<file path="src/rtl/pcc_reg_pkg.sv">
package pcc_reg_pkg;

    localparam int DATA_W  = 16;
    localparam int BYTE_W  = 8;
    localparam int LANES   = DATA_W / BYTE_W;
    localparam int ADDR_W  = 20;

    typedef enum logic [1:0] {
        ST_IDLE    = 2'd0,
        ST_STRETCH = 2'd1,
        ST_DONE    = 2'd2
    } acc_state_e;

    typedef struct packed {
        logic [ADDR_W-1:0] addr;
        logic [LANES-1:0]  lanes;
        logic              write;
        logic [DATA_W-1:0] wdata;
    } acc_req_t;

    function automatic logic [DATA_W-1:0] lane_mask(input logic [LANES-1:0] lanes);
        logic [DATA_W-1:0] m;
        for (int i = 0; i < LANES; i++) begin
            m[i*BYTE_W +: BYTE_W] = {BYTE_W{lanes[i]}};
        end
        return m;
    endfunction

endpackage

</file>
<file path="src/rtl/pcc_strobe_sync.sv">
module pcc_strobe_sync #(
    parameter int N      = 4,
    parameter int STAGES = 2
) (
    input  logic         clk,
    input  logic         rst_n,
    input  logic [N-1:0] strobe_n,
    output logic [N-1:0] active
);

    logic [N-1:0] pipe [STAGES];

    always_ff @(posedge clk) begin
        if (!rst_n) pipe[0] <= '1;
        else        pipe[0] <= strobe_n;
    end

    for (genvar s = 1; s < STAGES; s++) begin : g_stage
        always_ff @(posedge clk) begin
            if (!rst_n) pipe[s] <= '1;
            else        pipe[s] <= pipe[s-1];
        end
    end

    assign active = ~pipe[STAGES-1];

endmodule

</file>
<file path="src/rtl/pcc_access_fsm.sv">
module pcc_access_fsm
    import pcc_reg_pkg::*;
#(
    parameter int WAIT_CYCLES = 2
) (
    input  logic              clk,
    input  logic              rst_n,
    input  logic              ce_lo,
    input  logic              ce_hi,
    input  logic              rd,
    input  logic              wr,
    input  logic [ADDR_W-1:0] addr,
    input  logic [DATA_W-1:0] wdata,
    input  logic [DATA_W-1:0] rd_word,
    output acc_req_t          req,
    output logic              wr_en,
    output logic [DATA_W-1:0] dout,
    output logic              doe,
    output logic              wait_n
);

    localparam int CNT_W = $clog2(WAIT_CYCLES + 1);
    localparam logic [CNT_W-1:0] LAST = CNT_W'(WAIT_CYCLES - 1);

    acc_state_e       state;
    logic [CNT_W-1:0] cnt;
    logic             bus_req;
    logic             finish;

    assign bus_req = (ce_lo | ce_hi) & (rd | wr);
    assign finish  = (state == ST_STRETCH) && (cnt == LAST);

    always_ff @(posedge clk) begin
        if (!rst_n) begin
            state <= ST_IDLE;
            cnt   <= '0;
            req   <= '0;
            dout  <= '0;
        end else begin
            unique case (state)
                ST_IDLE: begin
                    if (bus_req) begin
                        req.addr  <= addr;
                        req.lanes <= {ce_hi, ce_lo};
                        req.write <= wr;
                        req.wdata <= wdata;
                        cnt       <= '0;
                        state     <= ST_STRETCH;
                    end
                end
                ST_STRETCH: begin
                    if (finish) begin
                        state <= ST_DONE;
                        if (!req.write) dout <= rd_word & lane_mask(req.lanes);
                    end else begin
                        cnt <= cnt + 1'b1;
                    end
                end
                ST_DONE: begin
                    if (!bus_req) state <= ST_IDLE;
                end
                default: state <= ST_IDLE;
            endcase
        end
    end

    assign wr_en  = finish && req.write;
    assign wait_n = (state != ST_STRETCH);
    assign doe    = (state == ST_DONE) && !req.write;

    // the stretch never lasts beyond two clocks
    a_r6_wait_release: assert property (@(posedge clk) disable iff (!rst_n)
        (!wait_n && $past(!wait_n) && $past(rst_n)) |=> wait_n);

    // the stretch never lasts a single clock
    a_r6_wait_two: assert property (@(posedge clk) disable iff (!rst_n)
        (!wait_n && $past(wait_n) && $past(rst_n)) |=> !wait_n);

    // read data is only driven once the host is released
    a_r7_doe_after_wait: assert property (@(posedge clk) disable iff (!rst_n)
        doe |-> wait_n);

    // read data is held while it is driven
    a_r7_dout_hold: assert property (@(posedge clk) disable iff (!rst_n)
        (doe && $past(doe) && $past(rst_n)) |-> $stable(dout));

endmodule

</file>
<file path="src/rtl/pcc_reg_file.sv">
module pcc_reg_file
    import pcc_reg_pkg::*;
#(
    parameter int          REG_WORDS  = 16,
    parameter logic [7:0]  ID_CODE    = 8'h5A,
    parameter logic [7:0]  CTRL_RESET = 8'h80
) (
    input  logic              clk,
    input  logic              rst_n,
    input  logic [ADDR_W-1:0] addr,
    input  logic [LANES-1:0]  lanes,
    input  logic              wr_en,
    input  logic [DATA_W-1:0] wdata,
    output logic [DATA_W-1:0] rd_word,
    output logic              locked
);

    localparam int IDX_W    = $clog2(REG_WORDS);
    localparam int LOCK_BIT = BYTE_W - 1;

    logic [BYTE_W-1:0] ctrl_q;
    logic [DATA_W-1:0] words [1:REG_WORDS-1];
    logic [IDX_W-1:0]  idx;
    logic              in_range;
    logic              visible;
    logic              ctrl_hit;

    assign idx      = addr[IDX_W-1:0];
    assign in_range = (addr[ADDR_W-1:IDX_W] == '0);
    assign locked   = ctrl_q[LOCK_BIT];
    assign visible  = in_range && ((idx == '0) || !locked);
    assign ctrl_hit = wr_en && visible && (idx == '0) && lanes[1];

    always_ff @(posedge clk) begin
        if (!rst_n)        ctrl_q <= CTRL_RESET;
        else if (ctrl_hit) ctrl_q <= wdata[DATA_W-1:BYTE_W];
    end

    for (genvar w = 1; w < REG_WORDS; w++) begin : g_word
        logic hit;
        assign hit = wr_en && visible && (idx == IDX_W'(w));
        for (genvar b = 0; b < LANES; b++) begin : g_lane
            always_ff @(posedge clk) begin
                if (!rst_n)
                    words[w][b*BYTE_W +: BYTE_W] <= '0;
                else if (hit && lanes[b])
                    words[w][b*BYTE_W +: BYTE_W] <= wdata[b*BYTE_W +: BYTE_W];
            end
        end

        // no hidden word moves while the lock is set
        a_r3_hidden_keep: assert property (@(posedge clk) disable iff (!rst_n)
            (wr_en && locked) |=> $stable(words[w]));

        // writes outside the register range leave every word alone
        a_r8_range_keep: assert property (@(posedge clk) disable iff (!rst_n)
            (wr_en && !in_range) |=> $stable(words[w]));
    end

    always_comb begin
        rd_word = '0;
        if (visible) begin
            if (idx == '0) rd_word = {ctrl_q, ID_CODE};
            for (int w = 1; w < REG_WORDS; w++) begin
                if (idx == IDX_W'(w)) rd_word = words[w];
            end
        end
    end

    // reset always leaves the file locked
    a_r1_lock_reset: assert property (@(posedge clk)
        !rst_n |=> locked);

    // the lock only changes as the result of a write
    a_r4_lock_by_write: assert property (@(posedge clk) disable iff (!rst_n)
        ($past(rst_n) && (locked != $past(locked))) |-> $past(wr_en));

    // the control byte ignores out-of-range writes
    a_r8_ctrl_keep: assert property (@(posedge clk) disable iff (!rst_n)
        (wr_en && !in_range) |=> $stable(ctrl_q));

endmodule

</file>
<file path="src/rtl/pcc_reg_port.sv">
module pcc_reg_port
    import pcc_reg_pkg::*;
#(
    parameter int         REG_WORDS   = 16,
    parameter int         WAIT_CYCLES = 2,
    parameter int         SYNC_STAGES = 2,
    parameter logic [7:0] ID_CODE     = 8'h5A
) (
    input  logic              clk,
    input  logic              rst_n,
    input  logic [ADDR_W-1:0] host_addr,
    input  logic [DATA_W-1:0] host_din,
    output logic [DATA_W-1:0] host_dout,
    output logic              host_doe,
    input  logic              ce_lo_n,
    input  logic              ce_hi_n,
    input  logic              oe_n,
    input  logic              we_n,
    output logic              wait_n,
    output logic              locked
);

    logic [3:0]        act;
    acc_req_t          req;
    logic              wr_en;
    logic [DATA_W-1:0] rd_word;

    pcc_strobe_sync #(
        .N      (4),
        .STAGES (SYNC_STAGES)
    ) u_sync (
        .clk      (clk),
        .rst_n    (rst_n),
        .strobe_n ({we_n, oe_n, ce_hi_n, ce_lo_n}),
        .active   (act)
    );

    pcc_access_fsm #(
        .WAIT_CYCLES (WAIT_CYCLES)
    ) u_fsm (
        .clk     (clk),
        .rst_n   (rst_n),
        .ce_lo   (act[0]),
        .ce_hi   (act[1]),
        .rd      (act[2]),
        .wr      (act[3]),
        .addr    (host_addr),
        .wdata   (host_din),
        .rd_word (rd_word),
        .req     (req),
        .wr_en   (wr_en),
        .dout    (host_dout),
        .doe     (host_doe),
        .wait_n  (wait_n)
    );

    pcc_reg_file #(
        .REG_WORDS  (REG_WORDS),
        .ID_CODE    (ID_CODE),
        .CTRL_RESET (8'h80)
    ) u_regs (
        .clk     (clk),
        .rst_n   (rst_n),
        .addr    (req.addr),
        .lanes   (req.lanes),
        .wr_en   (wr_en),
        .wdata   (req.wdata),
        .rd_word (rd_word),
        .locked  (locked)
    );

endmodule

</file>
<file path="config.mk">
export PLATFORM = sky130hd
export DESIGN_NAME = pcc_reg_port
export DESIGN_NICKNAME = d
export VERILOG_FILES = /design/src/rtl/pcc_reg_pkg.sv /design/src/rtl/pcc_strobe_sync.sv /design/src/rtl/pcc_access_fsm.sv /design/src/rtl/pcc_reg_file.sv /design/src/rtl/pcc_reg_port.sv
export SDC_FILE = /design/constraint.sdc
export NUM_CORES = 1
export LEC_CHECK = 0
export BUFFER_PORTS_ARGS = -buffer_cell sky130_fd_sc_hd__buf_4
export CAP_MARGIN = 0
export CORE_MARGIN = 2
export CORE_UTILIZATION = 50
export CTS_CLUSTER_SIZE = 28
export DETAILED_ROUTE_END_ITERATION = 16
export PLACE_DENSITY = 0.73
export SLEW_MARGIN = 40
export SYNTH_ARGS = -nofsm -noshare
export SYNTH_HDL_FRONTEND = slang
export SYNTH_HIERARCHICAL = 1
export SYNTH_SLANG_ARGS = --single-unit
</file>
<file path="constraint.sdc">
create_clock -name clk -period 6.6 [get_ports clk]
set_input_delay 0.99 -clock clk [delete_from_list [all_inputs] [get_ports clk]]
set_output_delay 0.99 -clock clk [all_outputs]
set_load 0.01 [all_outputs]
</file>
[Yosys cells after proc, flatten, opt, wreduce, memory -nomap -nowiden]
Memories as Yosys holds them, arrays and structs flattened.
Cells that the tools add are included.
Operators by class
  add/subtract/negate cells: 1
  multiply operators: 0
  divide/modulo/power cells: 0
  magnitude comparators: 0
  equality and inequality tests: 23
  shift operators: 0
  mux-type cells: 148
  bitwise operators: 38
  reduce and logical (&&, ||, !) cells: 63
Operators with widths (number)
  $mux W16: 17
  $mux W8: 30
  $mux W1: 92
  $logic_and A1 B1 Y1: 52
  $or A1 B1 Y1: 34
  $eq A4 B4 Y1 const B: 8
  $and A16 B16 Y16: 1
  $eq A4 B3 Y1 const B: 4
  $logic_not A16 Y1: 1
  $mux W2: 5
  $reduce_and A3 Y1: 3
  $eq A4 B2 Y1 const B: 2
  $mux W4: 2
  $ne A2 B1 Y1 const B: 3
  $pmux W2 S3: 1
  $eq A2 B1 Y1 const B: 2
  $eq A4 B1 Y1 const B: 1
  $logic_not A4 Y1: 1
  $ne A2 B2 Y1 const B: 2
  $not A4 Y4: 1
  $pmux W2 S2: 1
  $add A2 B1 Y2 const B: 1
  $eq A2 B2 Y1 const B: 1
  $logic_not A1 Y1: 2
  other kinds (6): 6
Word-level totals
  register bits after elaboration: 67
  bits in latches: 0
  RAM bits: 248
  ROM bits: 0
  input port bits: 42
  memories: 2
Memories
  u_regs.words: words 15, width 16, read ports 15, clocked after memory_dff 0, wr ports 15, line pcc_reg_file.sv:22  | logic [DATA_W-1:0] words [1:REG_WORDS-1];
  u_sync.pipe: words 2, width 4, read ports 2, clocked after memory_dff 0, wr ports 2, line pcc_strobe_sync.sv:11  | logic [N-1:0] pipe [STAGES];

[Depth between registers and ports, before layout]
  depth in word-level cells: 19
  gate-level depth with buffers: 11
  depth with buffers taken out: 8

[Modules after synthesis]
Netlist, hierarchy kept.
By module, submodules not included
  pcc_reg_file: instances 1, cells an instance 1051, area an instance 11949.0 um2, seq. area each 7367.1 um2
  pcc_access_fsm: instances 1, cells an instance 268, area an instance 2476.1 um2, seq. area each 1181.1 um2
  pcc_strobe_sync: instances 1, cells an instance 20, area an instance 225.2 um2, seq. area each 160.2 um2

[Least setup slack after synthesis]
OpenSTA, ideal clock, no wires.
  path kind: register to register
  from: reg, netlist name u_fsm/req[19]
  to: reg, netlist name u_regs/words[1][32]
  library setup time: 0.384 ns
  data arrival time: 1.993 ns
  slack: 4.222 ns
  stages on the path, launching flop included: 8
  path buffers: 2
  clock period less this slack: 2.378 ns
  path through: dfxtp_1 or2_4 o21ai_1 and3_1 buf_4 buf_8 nand3_4 o21ai_0

[Worst setup path after layout]
  from: reg, netlist name u_fsm/req[19]
  to: reg u_fsm.dout[4]
Between the ends
  word-level cells in the longest chain between the ends: 19
Ends and longest elaborated chain
  $logic_not A4 Y1: line pcc_reg_file.sv:31, pcc_reg_file.sv:63
  $mux W16: line pcc_reg_file.sv:63  | if (idx == '0) rd_word = {ctrl_q, ID_CODE};
  $mux W16 (15 in series): line pcc_reg_file.sv:65  | if (idx == IDX_W'(w)) rd_word = words[w];
  $mux W16 *: line pcc_reg_file.sv:62  | if (visible) begin
  net rd_word[4]: line pcc_reg_port.sv:26  | logic [DATA_W-1:0] rd_word;
  $and A16 B16 Y16 *: line pcc_access_fsm.sv:54  | if (!req.write) dout <= rd_word & lane_mask(req.lanes);
  end signal, assigned: line pcc_access_fsm.sv:54
  end, declared: line pcc_access_fsm.sv:17  | output logic [DATA_W-1:0] dout,
Mark *: on every way through the listed nets, which the timed path passes. The rest lies on a longest branch.
A chain may end at the register's enable or synchronous reset.

==> flow_metrics.tcl <==
set metrics [dict create \
    holdWs_ns 0.4057 \
    max_freq_mhz 284.7 \
    core-area_mm2 0.02878 \
    num_antenna_cells 0 \
    ys_ff_latch 315 \
    ctsResizeCount 0 \
    cts_tree "done" \
    drive_gt1_share_pct 15.36 \
    avgViaCountPerCell 6.305 \
    mostFrequentLayoutCells "nor2_1, edfxtp_1, nand2_1" \
    synth_flop_cell "edfxtp_1" \
    finalClockSkew_ns 0.02627 \
    ys_seq_area_share_pct 59.44 \
    gr-total-overflow 0 \
    die_area_mm2 0.03069 \
    path_max_fanout 50 \
    min_to "u_sync/pipe[1][2]" \
    syn-num-nets 1382 \
    cts-buffers-inserted 34 \
    leakage_nw 5.117 \
    powerDensity_mw_per_mm2 260.8 \
    place_area_mm2 0.01505 \
    grt_pass1_vias 10387 \
    cts_setup_buffers 0 \
    period_share_pct 53.23 \
    slowest_delay_ns 0.72 \
    finalHoldViolations 0 \
    cts_root_buffer "clkbuf_16" \
    power.switching_mw 0.9405 \
    portBuffers 60 \
    htreeDepth 2 \
    clk_pin_slew_worst_paths_ns 0.06 \
    final_common_cell "nor2_1" \
    async_flop_share_pct 0 \
    post-dp-hpwl_um 26190 \
    hold_depth 1 \
    place.gp.congestion 0.9499 \
    cpMaxStageDelayCell "nand2b_1" \
    insertion_delay_ns 0.52 \
    worstMarginPinSlew_ns 0.8823 \
    finalWorstSetupSlack_ns 3.087 \
    num_rows 62 \
    dpl_worst_slack_ns 3.246 \
    r2r_setup_slack_ns 3.09 \
    status "completed" \
    synthCells 1339 \
    p_int_mw 3.261 \
    final_area_mm2 0.01611 \
    ys_types 75 \
    grt_max_degree 69 \
    cts_hold_buf 0 \
    fin_util_pct 55.98 \
    first_pass_iters 6 \
    cts_num_sinks 315 \
    wl_um 40480 \
    vias 11002 \
    r2r-end "u_fsm/dout[4]" \
    die_h_um 175.2 \
    critPathKind "reg2reg" \
    setup-tns-final_ns 0 \
    cts_buffer_depth 3 \
    die_w_um 175.2 \
    setup_viol 0 \
    yosysWarnings 6 \
    final_max_slew_viol_count 0 \
    crit_chain "buf_4 -> nand2b_1 -> nor2_1 -> a211oi_1 -> a21oi_1 -> or3_1 -> a221oi_2 -> nand3_2 -> a21oi_2" \
    drcViolationCount 0 \
    hold_path.startpoint "u_sync/pipe[0][2]" \
    synth_edf_count 240 \
    min_period_ns 3.513 \
    instances_no_fill 1745 \
    slew_headroom_pct 40.79 \
    crit_buf_inv 1 \
    dr.first_iter.drc_count 1499 \
    path_delay_family "simple AND/OR/NAND/NOR gates" \
    pin_count 61 \
    rsz0062_at_grt "false" \
    synthesis.area_mm2 0.01465 \
    grt_use_total_pct 26.29 \
    critPathLaunchType "flop" \
    syn_avg_cell_area_um2 10.94 \
    r2r_start "u_fsm/req[19]" \
    initial_core_util_pct 50.90 \
    wl_per_cell_um 23.20 \
    endpoint_kind "flop" \
    cp.arrival_ns 3.93 \
    area_growth_pct 9.967 \
    hold_class "reg2reg" \
    peakVddDrop_v 0.0001728 \
    drv_cap 0 \
    dp.cells 1682 \
    grt_antenna_before_repair 0 \
    final_antenna_net_count 0 \
    ff2ff_path_depth 9 \
    grt_pass1_wl_um 61200 \
    p_seq_share_pct 52.7 \
    crit_required_ns 7.02 \
    clockPowerShare_pct 42.2 \
    nNetsFinal 1378 \
    pwr-share-comb_pct 5.1 \
    swShare_pct 22.38 \
    total_power_mw 4.202 \
]
## how the worst max path moves through the flow
stage | start | to | slack (ns) | cells past startpoint
3_5_place_dp | u_fsm/req[19] | u_fsm/dout[4] | 3.25 | 9
6_report | u_fsm/req[19] | u_fsm/dout[4] | 3.09 | 9
3_3_place_gp | u_fsm/req[19] | u_regs/words[1][50] | 3.10 | 5
4_1_cts | u_fsm/req[19] | u_fsm/dout[4] | 3.22 | 9
2_1_floorplan | u_fsm/req[19] | u_regs/words[1][32] | 4.22 | 7
5_1_grt | u_fsm/req[19] | u_fsm/dout[5] | 3.02 | 8
## layer usage
layer  up-vias  GRT usage [%]  share of wire (%)
li1       4795              -                  -
met1      5302          36.12                 39
met2       747          39.98                 45
met3       158          4.417                 10
met4         0          14.27                6.1
met5         -              0                  0
## logic make-up after synthesis
group / share of synthesized area [%]
AOI/OAI and AO/OA: 11.81
adders and majority gates: 0.08539
buffers and inverters: 4.689
DFF: 59.44
muxes: 6.738
and+or+nand+nor: 17.23
## Yosys cell counts, types with 8 or more instances
| library cell | count | share of area [%] |
|---|---|---|
| nor2_1 | 257 | 6.6 |
| edfxtp_1 | 240 | 49 |
| nand2_1 | 158 | 4.0 |
| o21ai_0 | 77 | 2.6 |
| dfxtp_1 | 75 | 10 |
| mux2i_1 | 66 | 4.5 |
| a21oi_1 | 53 | 1.8 |
| buf_2 | 43 | 1.5 |
| clkbuf_1 | 42 | 1.1 |
| nand3_1 | 28 | 0.96 |
| o22ai_1 | 25 | 1.1 |
| mux2_2 | 17 | 1.3 |
| nand2b_1 | 17 | 0.73 |
| a22oi_1 | 15 | 0.77 |
| buf_4 | 12 | 0.61 |
| buf_6 | 11 | 0.85 |
| inv_1 | 11 | 0.28 |
| nand3_4 | 11 | 1.3 |
| nor2_2 | 11 | 0.47 |
| nand3_2 | 10 | 0.68 |
| a211oi_1 | 9 | 0.46 |
| a21oi_2 | 8 | 0.48 |
## sequential cells by signal, indices dropped and copies added (netlist names)
register       count
u_fsm/cnt          2
u_fsm/state        2
u_regs/ctrl_q      8
u_regs/words     240
u_fsm/req         39
u_fsm/dout        16
u_sync/pipe        8
## area by class of cell
class	count	area (um^2)
fill	2387	12670
clock buffer	44	898.4
timing repair buffer	73	560.5
multi-input combinational	897	5275
clock inverter	18	126.4
inverter	14	52.55
tap	384	480.5
sequential	315	8717
## power groups by stage
| stage | Combinational (mW) | Clock, mW | Sequential, mW |
|---|---|---|---|
| global route | 0.227 | 1.87 | 2.22 |
| floorplan | 0.142 | 0 | 2.24 |
| CTS | 0.207 | 1.79 | 2.22 |
| global placement | 0.203 | 0 | 2.26 |
| finish | 0.216 | 1.77 | 2.21 |
| detailed placement | 0.206 | 0 | 2.26 |
(Power assumes the default switching activity.)
